$ cat src/rtl/lcd_com_pkg.sv
package lcd_com_pkg;
  typedef enum logic {
    DUTY_FULL  = 1'b0,
    DUTY_SHORT = 1'b1
  } duty_e;
endpackage

$ cat src/rtl/lcd_line_ctr.sv
module lcd_line_ctr
  import lcd_com_pkg::*;
#(
  parameter int NUM_COM = 4,
  parameter int LINE_W  = $clog2(NUM_COM)
) (
  input  logic              clk_i,
  input  logic              rst_ni,
  input  logic              step_i,
  input  logic              relock_i,
  input  duty_e             duty_req_i,
  output logic [LINE_W-1:0] line_o,
  output logic              frame_start_o,
  output logic              wrap_o
);
  localparam logic [LINE_W-1:0] LAST_FULL  = LINE_W'(NUM_COM - 1);
  localparam logic [LINE_W-1:0] LAST_SHORT = LINE_W'(NUM_COM - 2);

  duty_e             duty_q;
  logic [LINE_W-1:0] line_q;
  logic [LINE_W-1:0] last_line;
  logic              fs_q;

  assign last_line = (duty_q == DUTY_SHORT) ? LAST_SHORT : LAST_FULL;
  assign wrap_o    = step_i & ~relock_i & (line_q == last_line);

  always_ff @(posedge clk_i or negedge rst_ni) begin
    if (!rst_ni) begin
      line_q <= '0;
      duty_q <= DUTY_FULL;
      fs_q   <= 1'b0;
    end else begin
      fs_q <= 1'b0;
      if (relock_i) begin
        line_q <= '0;
        duty_q <= duty_req_i;
        fs_q   <= 1'b1;
      end else if (step_i) begin
        if (line_q == last_line) begin
          line_q <= '0;
          duty_q <= duty_req_i;  // duty only swaps at a boundary
          fs_q   <= 1'b1;
        end else begin
          line_q <= line_q + 1'b1;
        end
      end
    end
  end

  assign line_o        = line_q;
  assign frame_start_o = fs_q;
endmodule

$ cat src/rtl/lcd_fr_gen.sv
module lcd_fr_gen (
  input  logic clk_i,
  input  logic rst_ni,
  input  logic slave_i,
  input  logic fr_ext_i,
  input  logic wrap_i,
  output logic fr_o,
  output logic relock_o
);
  logic fr_ext_q;
  logic fr_q;

  // plain history flop: edge reference equals the previous sample
  always_ff @(posedge clk_i) begin
    fr_ext_q <= fr_ext_i;
  end

  assign relock_o = slave_i & (fr_ext_i ^ fr_ext_q);

  always_ff @(posedge clk_i or negedge rst_ni) begin
    if (!rst_ni) begin
      fr_q <= 1'b0;
    end else if (slave_i) begin
      fr_q <= fr_ext_i;
    end else if (wrap_i) begin
      fr_q <= ~fr_q;
    end
  end

  assign fr_o = fr_q;
endmodule

$ cat src/rtl/lcd_com_decode.sv
module lcd_com_decode #(
  parameter int NUM_COM = 4,
  parameter int LINE_W  = $clog2(NUM_COM)
) (
  input  logic [LINE_W-1:0]    line_i,
  input  logic                 fr_i,
  output logic [NUM_COM-1:0]   com_sel_o,
  output logic [2*NUM_COM-1:0] com_drv_o
);
  for (genvar k = 0; k < NUM_COM; k++) begin : g_com
    assign com_sel_o[k]     = (line_i == LINE_W'(k));
    assign com_drv_o[2*k+1] = com_sel_o[k];
    assign com_drv_o[2*k]   = fr_i;
  end
endmodule

$ cat src/rtl/lcd_com_timing.sv
module lcd_com_timing
  import lcd_com_pkg::*;
#(
  parameter int NUM_COM = 4,
  localparam int LINE_W = $clog2(NUM_COM)
) (
  input  logic                 clk_i,
  input  logic                 rst_ni,
  input  logic                 line_en_i,
  input  logic                 duty_short_i,
  input  logic                 slave_i,
  input  logic                 fr_ext_i,
  output logic [NUM_COM-1:0]   com_sel_o,
  output logic [LINE_W-1:0]    line_o,
  output logic                 fr_o,
  output logic                 frame_start_o,
  output logic [2*NUM_COM-1:0] com_drv_o
);
  logic  wrap;
  logic  relock;
  duty_e duty_req;

  assign duty_req = duty_short_i ? DUTY_SHORT : DUTY_FULL;

  lcd_line_ctr #(.NUM_COM(NUM_COM), .LINE_W(LINE_W)) u_line_ctr (
    .clk_i         (clk_i),
    .rst_ni        (rst_ni),
    .step_i        (line_en_i),
    .relock_i      (relock),
    .duty_req_i    (duty_req),
    .line_o        (line_o),
    .frame_start_o (frame_start_o),
    .wrap_o        (wrap)
  );

  lcd_fr_gen u_fr_gen (
    .clk_i    (clk_i),
    .rst_ni   (rst_ni),
    .slave_i  (slave_i),
    .fr_ext_i (fr_ext_i),
    .wrap_i   (wrap),
    .fr_o     (fr_o),
    .relock_o (relock)
  );

  lcd_com_decode #(.NUM_COM(NUM_COM), .LINE_W(LINE_W)) u_decode (
    .line_i    (line_o),
    .fr_i      (fr_o),
    .com_sel_o (com_sel_o),
    .com_drv_o (com_drv_o)
  );
endmodule

$ cat config.mk
export PLATFORM = sky130hd
export DESIGN_NAME = lcd_com_timing
export DESIGN_NICKNAME = d
export VERILOG_FILES = /design/src/rtl/lcd_com_pkg.sv /design/src/rtl/lcd_line_ctr.sv /design/src/rtl/lcd_fr_gen.sv /design/src/rtl/lcd_com_decode.sv /design/src/rtl/lcd_com_timing.sv
export SDC_FILE = /design/constraint.sdc
export NUM_CORES = 1
export LEC_CHECK = 0
export BUFFER_PORTS_ARGS = -buffer_cell sky130_fd_sc_hd__buf_4
export CELL_PAD_IN_SITES_DETAIL_PLACEMENT = 1
export CELL_PAD_IN_SITES_GLOBAL_PLACEMENT = 1
export CORE_MARGIN = 3
export CORE_UTILIZATION = 28
export DETAILED_ROUTE_END_ITERATION = 10
export PLACE_DENSITY = 0.71
export SLEW_MARGIN = 5
export SYNTH_ARGS = -nofsm -noshare
export SYNTH_HDL_FRONTEND = slang
export SYNTH_SLANG_ARGS = --single-unit
$ cat constraint.sdc
create_clock -name clk_i -period 1.59 [get_ports clk_i]
set_input_delay 0.159 -clock clk_i [delete_from_list [all_inputs] [get_ports clk_i]]
set_output_delay 0.159 -clock clk_i [all_outputs]
set_load 0.05 [all_outputs]
Yosys cells after proc, flatten, opt, wreduce, memory -nomap -nowiden
Index checks and enable logic that the tools add are counted.
- bits in registers: 6
- bits in latches: 0
- RAM bits: 0
- ROM bits: 0
- bits of input ports: 6
- output and inout bits: 16
- word-level logic and storage cells: 34
- memories: 0
- add/subtract/negate cells: 1
- multipliers: 0
- div/mod/pow operators: 0
- $lt $le $gt $ge: 0
- equal/unequal tests: 4
- shifts and indexed selects: 0
- muxes and demuxes: 13
- bitwise operators: 6
- reduce and logical (&&, ||, !) cells: 5
- operator list (operator ; number):
    $mux W1 ; 10
    $mux W2 ; 3
    $reduce_bool A2 Y1 ; 3
    $eq A2 B2 Y1 const B ; 2
    $and A1 B1 Y1 ; 3
    $add A2 B1 Y2 const B ; 1
    $eq A2 B1 Y1 const B ; 1
    $eq A2 B2 Y1 ; 1
    $logic_not A2 Y1 ; 1
    $not A1 Y1 ; 2
    $reduce_and A2 Y1 ; 1
    $xor A1 B1 Y1 ; 1

Logic depth before layout (Yosys ltp)
- word-level depth: 7
- depth in mapped cells: 4
- gate-level depth less buffers: 4

Modules after synthesis
A second synthesis with hierarchy kept.
- cells, all modules: 40
- area, all modules: 361.6 um^2
- by module, submodules not included (module ; instances ; cells an instance ; area each (um^2) ; sequential area each (um^2)):
    lcd_line_ctr ; 1 ; 21 ; 197.7 ; 100.1
    lcd_com_decode ; 1 ; 12 ; 86.3 ; 0.0
    lcd_fr_gen ; 1 ; 7 ; 77.6 ; 45.0

Worst setup path after synthesis
OpenSTA, ideal clock, no wires.
- path type: flip-flop to output port
- start: register u_line_ctr.line_q[0], in the netlist u_line_ctr.line_o[0]
- end: output com_sel_o[1]
- arrival time: 1.569 ns
- data required time: 1.431 ns
- slack: -0.138 ns
- stages on the path, launching flop included: 3
- path buffers: 1
- cells stage by stage: dfrtp_1 > ha_1 > buf_4
- cells in the longest elaborated chain, start to end: 1
- ends and longest elaborated chain (element ; RTL line ; RTL):
    from (decl) ; lcd_line_ctr.sv:20 ; logic [LINE_W-1:0] line_q;
    from (signal assigned) ; lcd_line_ctr.sv:44 ; line_q <= line_q + 1'b1;
    $eq A2 B1 Y1 ; lcd_com_decode.sv:11 ; assign com_sel_o[k] = (line_i == LINE_W'(k));
    to (decl) ; lcd_com_timing.sv:13 ; output logic [NUM_COM-1:0] com_sel_o,
No other way between the ends.

Final worst setup path
- start: register u_line_ctr.line_q[0], in the netlist u_line_ctr.line_o[0]
- end: output com_drv_o[1]
- cells in the longest elaborated chain, start to end: 1
- ends and longest elaborated chain (element ; RTL line ; RTL):
    $logic_not A2 Y1 ; lcd_com_decode.sv:11 ;
    to (decl) ; lcd_com_timing.sv:17 ; output logic [2*NUM_COM-1:0] com_drv_o
No other way between the ends.

==> impl_metrics.toml <==
[critical_path]
cp_slowest_stage_delay_ns = 0.45
cp_top_family = "flip-flops"
crit_fanout = 6
required_ns = 1.43
rrSetupSlack_ns = 0.27
start_kind = "flip-flop"
startpoint = "u_line_ctr.line_o[0]$_DFFE_PN0P_"
worstPathArrival_ns = 1.19
crit_buf_inv = 2
critical_path.slowest_cell = "dfrtp_1"
crit_type = "reg -> out"
reg2reg_from = "u_line_ctr.line_o[0]$_DFFE_PN0P_"
endpoint_kind = "output pin"
cp_cell_sequence = "inv_1 -> ha_2 -> buf_4"

[timing]
setup_viol = 0
finalMaxSlewViolations = 0
worst_slew_pin_slew_ns = 0.267
clock-skew-final_ns = 0.000309
rsz0062_at_grt = "false"
max-slew-margin-rel_pct = 82.0
setup_tns_ns = 0
max_freq_mhz = 743
finalHoldViolCount = 0
period_needed_ns = 1.35
period_share_pct = 84.6

[clock_network]
cts_tree = "built"
cts_buffers = 3
htreeDepth = 1
cts-root-buf = "clkbuf_4"
post_cts_buffers = 0
cts_sinks = 6
clkLatencyLatePin_ns = 0.24
clockBufferDepth = 2
path_clk_slew_ns = 0.04
ctsResizeCount = 0
cts-hold-fix-buffers = 1

[synthesis]
syn_area_um2 = 364
postSynthAreaPerCell_um2 = 10.7
netlist_top_cells_count = "8 x buf_4, 5 x dfrtp_1, 4 x ha_1"
synthFlopType = "dfrtp_1"
synth_edf_count = 0
seq_area_frac_synth_pct = 39.9
syn-instance-count = 34
yosys_warnings = 0
yosysTopAreaCell = "dfrtp_1"
synth.most_common_cell = "buf_4"
synthTopCellsByArea = "dfrtp_1 34%, buf_4 16%, ha_1 14%"
synth_cell_types = 16
ys_ff_latch = 6
synth_top_cell_area_share_pct = 34.4
async_flop_share_pct = 83.3
mappedNetlistNets = 44

[place]
io_buffer_count = 21
hpwl_um = 702
placed_area_um2 = 484
placed_cells_incl_taps = 61
gp_congestion = 0.729

[detailed_routing]
vias = 287
finalWirelength_um = 804
route.detailed.drc = 0
initialDrtViolationCount = 0
first_pass_iters = 1
viasPerCell = 4.35
routedWlPerCell_um = 12.2
postRouteAntennaNets = 0

[finish]
fin_area_um2 = 520
ff_latch_area_um2 = 145
areaGrowthSynthToFinish_pct = 43.0
nets = 63
postLayoutCoreUtil_pct = 45.0
instances_no_fill = 66
nFillCells = 130
multiInputGateArea_um2 = 156
antennaDiodeCount = 0
drive_above_1_share_pct = 53.8

[global_routing]
grt_pass1_vias = 306
grt_overflow = 0
antenna_found_initial = 0
grt_max_degree = 8
grt_pass1_wl_um = 1320
track_usage_pct = 9.87

[floorplan]
dieArea_um2 = 1770
start_util_pct = 31.5
ios = 22
core-area_um2 = 1160
core.rowCount = 12
die_y_um = 42.1
die_x_um = 42.1

[job]
maxCapViolCount = 0

[hold_path]
worstHoldStart = "fr_ext_i"
hold_path.class = "in -> reg"

[run_status]
status = "complete, no violations"
[path summary, 6_finish.rpt]
check / depth (start not counted) / to
min: 1 / u_fr_gen.fr_ext_q$_DFF_P_
max: 3 / com_drv_o[1]
max reg2reg: 3 / u_line_ctr.duty_q$_DFFE_PN0P_
min reg2reg: 1 / u_line_ctr.duty_q$_DFFE_PN0P_
max in group asynchronous: 2 / u_line_ctr.duty_q$_DFFE_PN0P_
min in group asynchronous: 2 / u_fr_gen.fr_o$_DFFE_PN0P_
[sequential cells by signal, indices dropped and copies added, names as in the netlist]
register                  count
u_fr_gen.fr_ext_q             1
u_fr_gen.fr_o                 1
u_line_ctr.duty_q             1
u_line_ctr.frame_start_o      1
u_line_ctr.line_o             2
[worst reg2reg max path, cell delays in order (launching register included)]
cell	delay [ns]
dfrtp_1	0.45
xnor2_1	0.20
o2bb2ai_2	0.21
mux2_2	0.35
[per-layer routing]
metal	global-route usage [%]	wire, µm	share of wire [%]
met4	7.45	0	0
met3	3.00	68	8.5
met2	17.0	458	57
met5	0	0	0
met1	9.82	277	34
[final cells by class]
type / count / area share [%]
timing repair buffer: 22 / 32.2
multi-input combinational: 18 / 30.0
sequential: 6 / 27.9
clock buffer: 4 / 5.05
tap: 14 / 3.37
inverter: 2 / 1.44
[kinds of logic after synthesis]
kind of cell	Yosys count	synth area share (%)
adders and majority gates	4	13.7
DFF	6	39.9
buffers and inverters	10	18.6
and+or+nand+nor	7	9.28
AOI/OAI and AO/OA	2	5.50
xor gates and xnor gates	3	7.22
muxes	2	5.84
[placed cells by master (no fill, tap or decap)]
cell	n
o2bb2ai_2	1
or4_1	1
o21ai_0	1
clkbuf_4	3
xnor2_1	2
inv_1	2
clkbuf_1	1
dfrtp_1	5
nor2b_1	1
nand3_1	1
mux2_2	1
xor2_1	1
nand2_1	2
ha_2	2
buf_4	21
nor2_1	2
mux2i_1	1
ha_1	2
dfxtp_1	1
dlygate4sd3_1	1
[through the flow]
stage               setup slack (ns)  hold slack (ns)
global route                   0.159           0.0388
floorplan                     -0.138           -0.137
CTS                            0.224           0.0444
finish                         0.244           0.0495
global placement               0.310          -0.0375
detailed placement             0.271          -0.0369
Power is not shown: default switching activity piles up to over one toggle a cycle in this logic, so the estimate is an artifact.
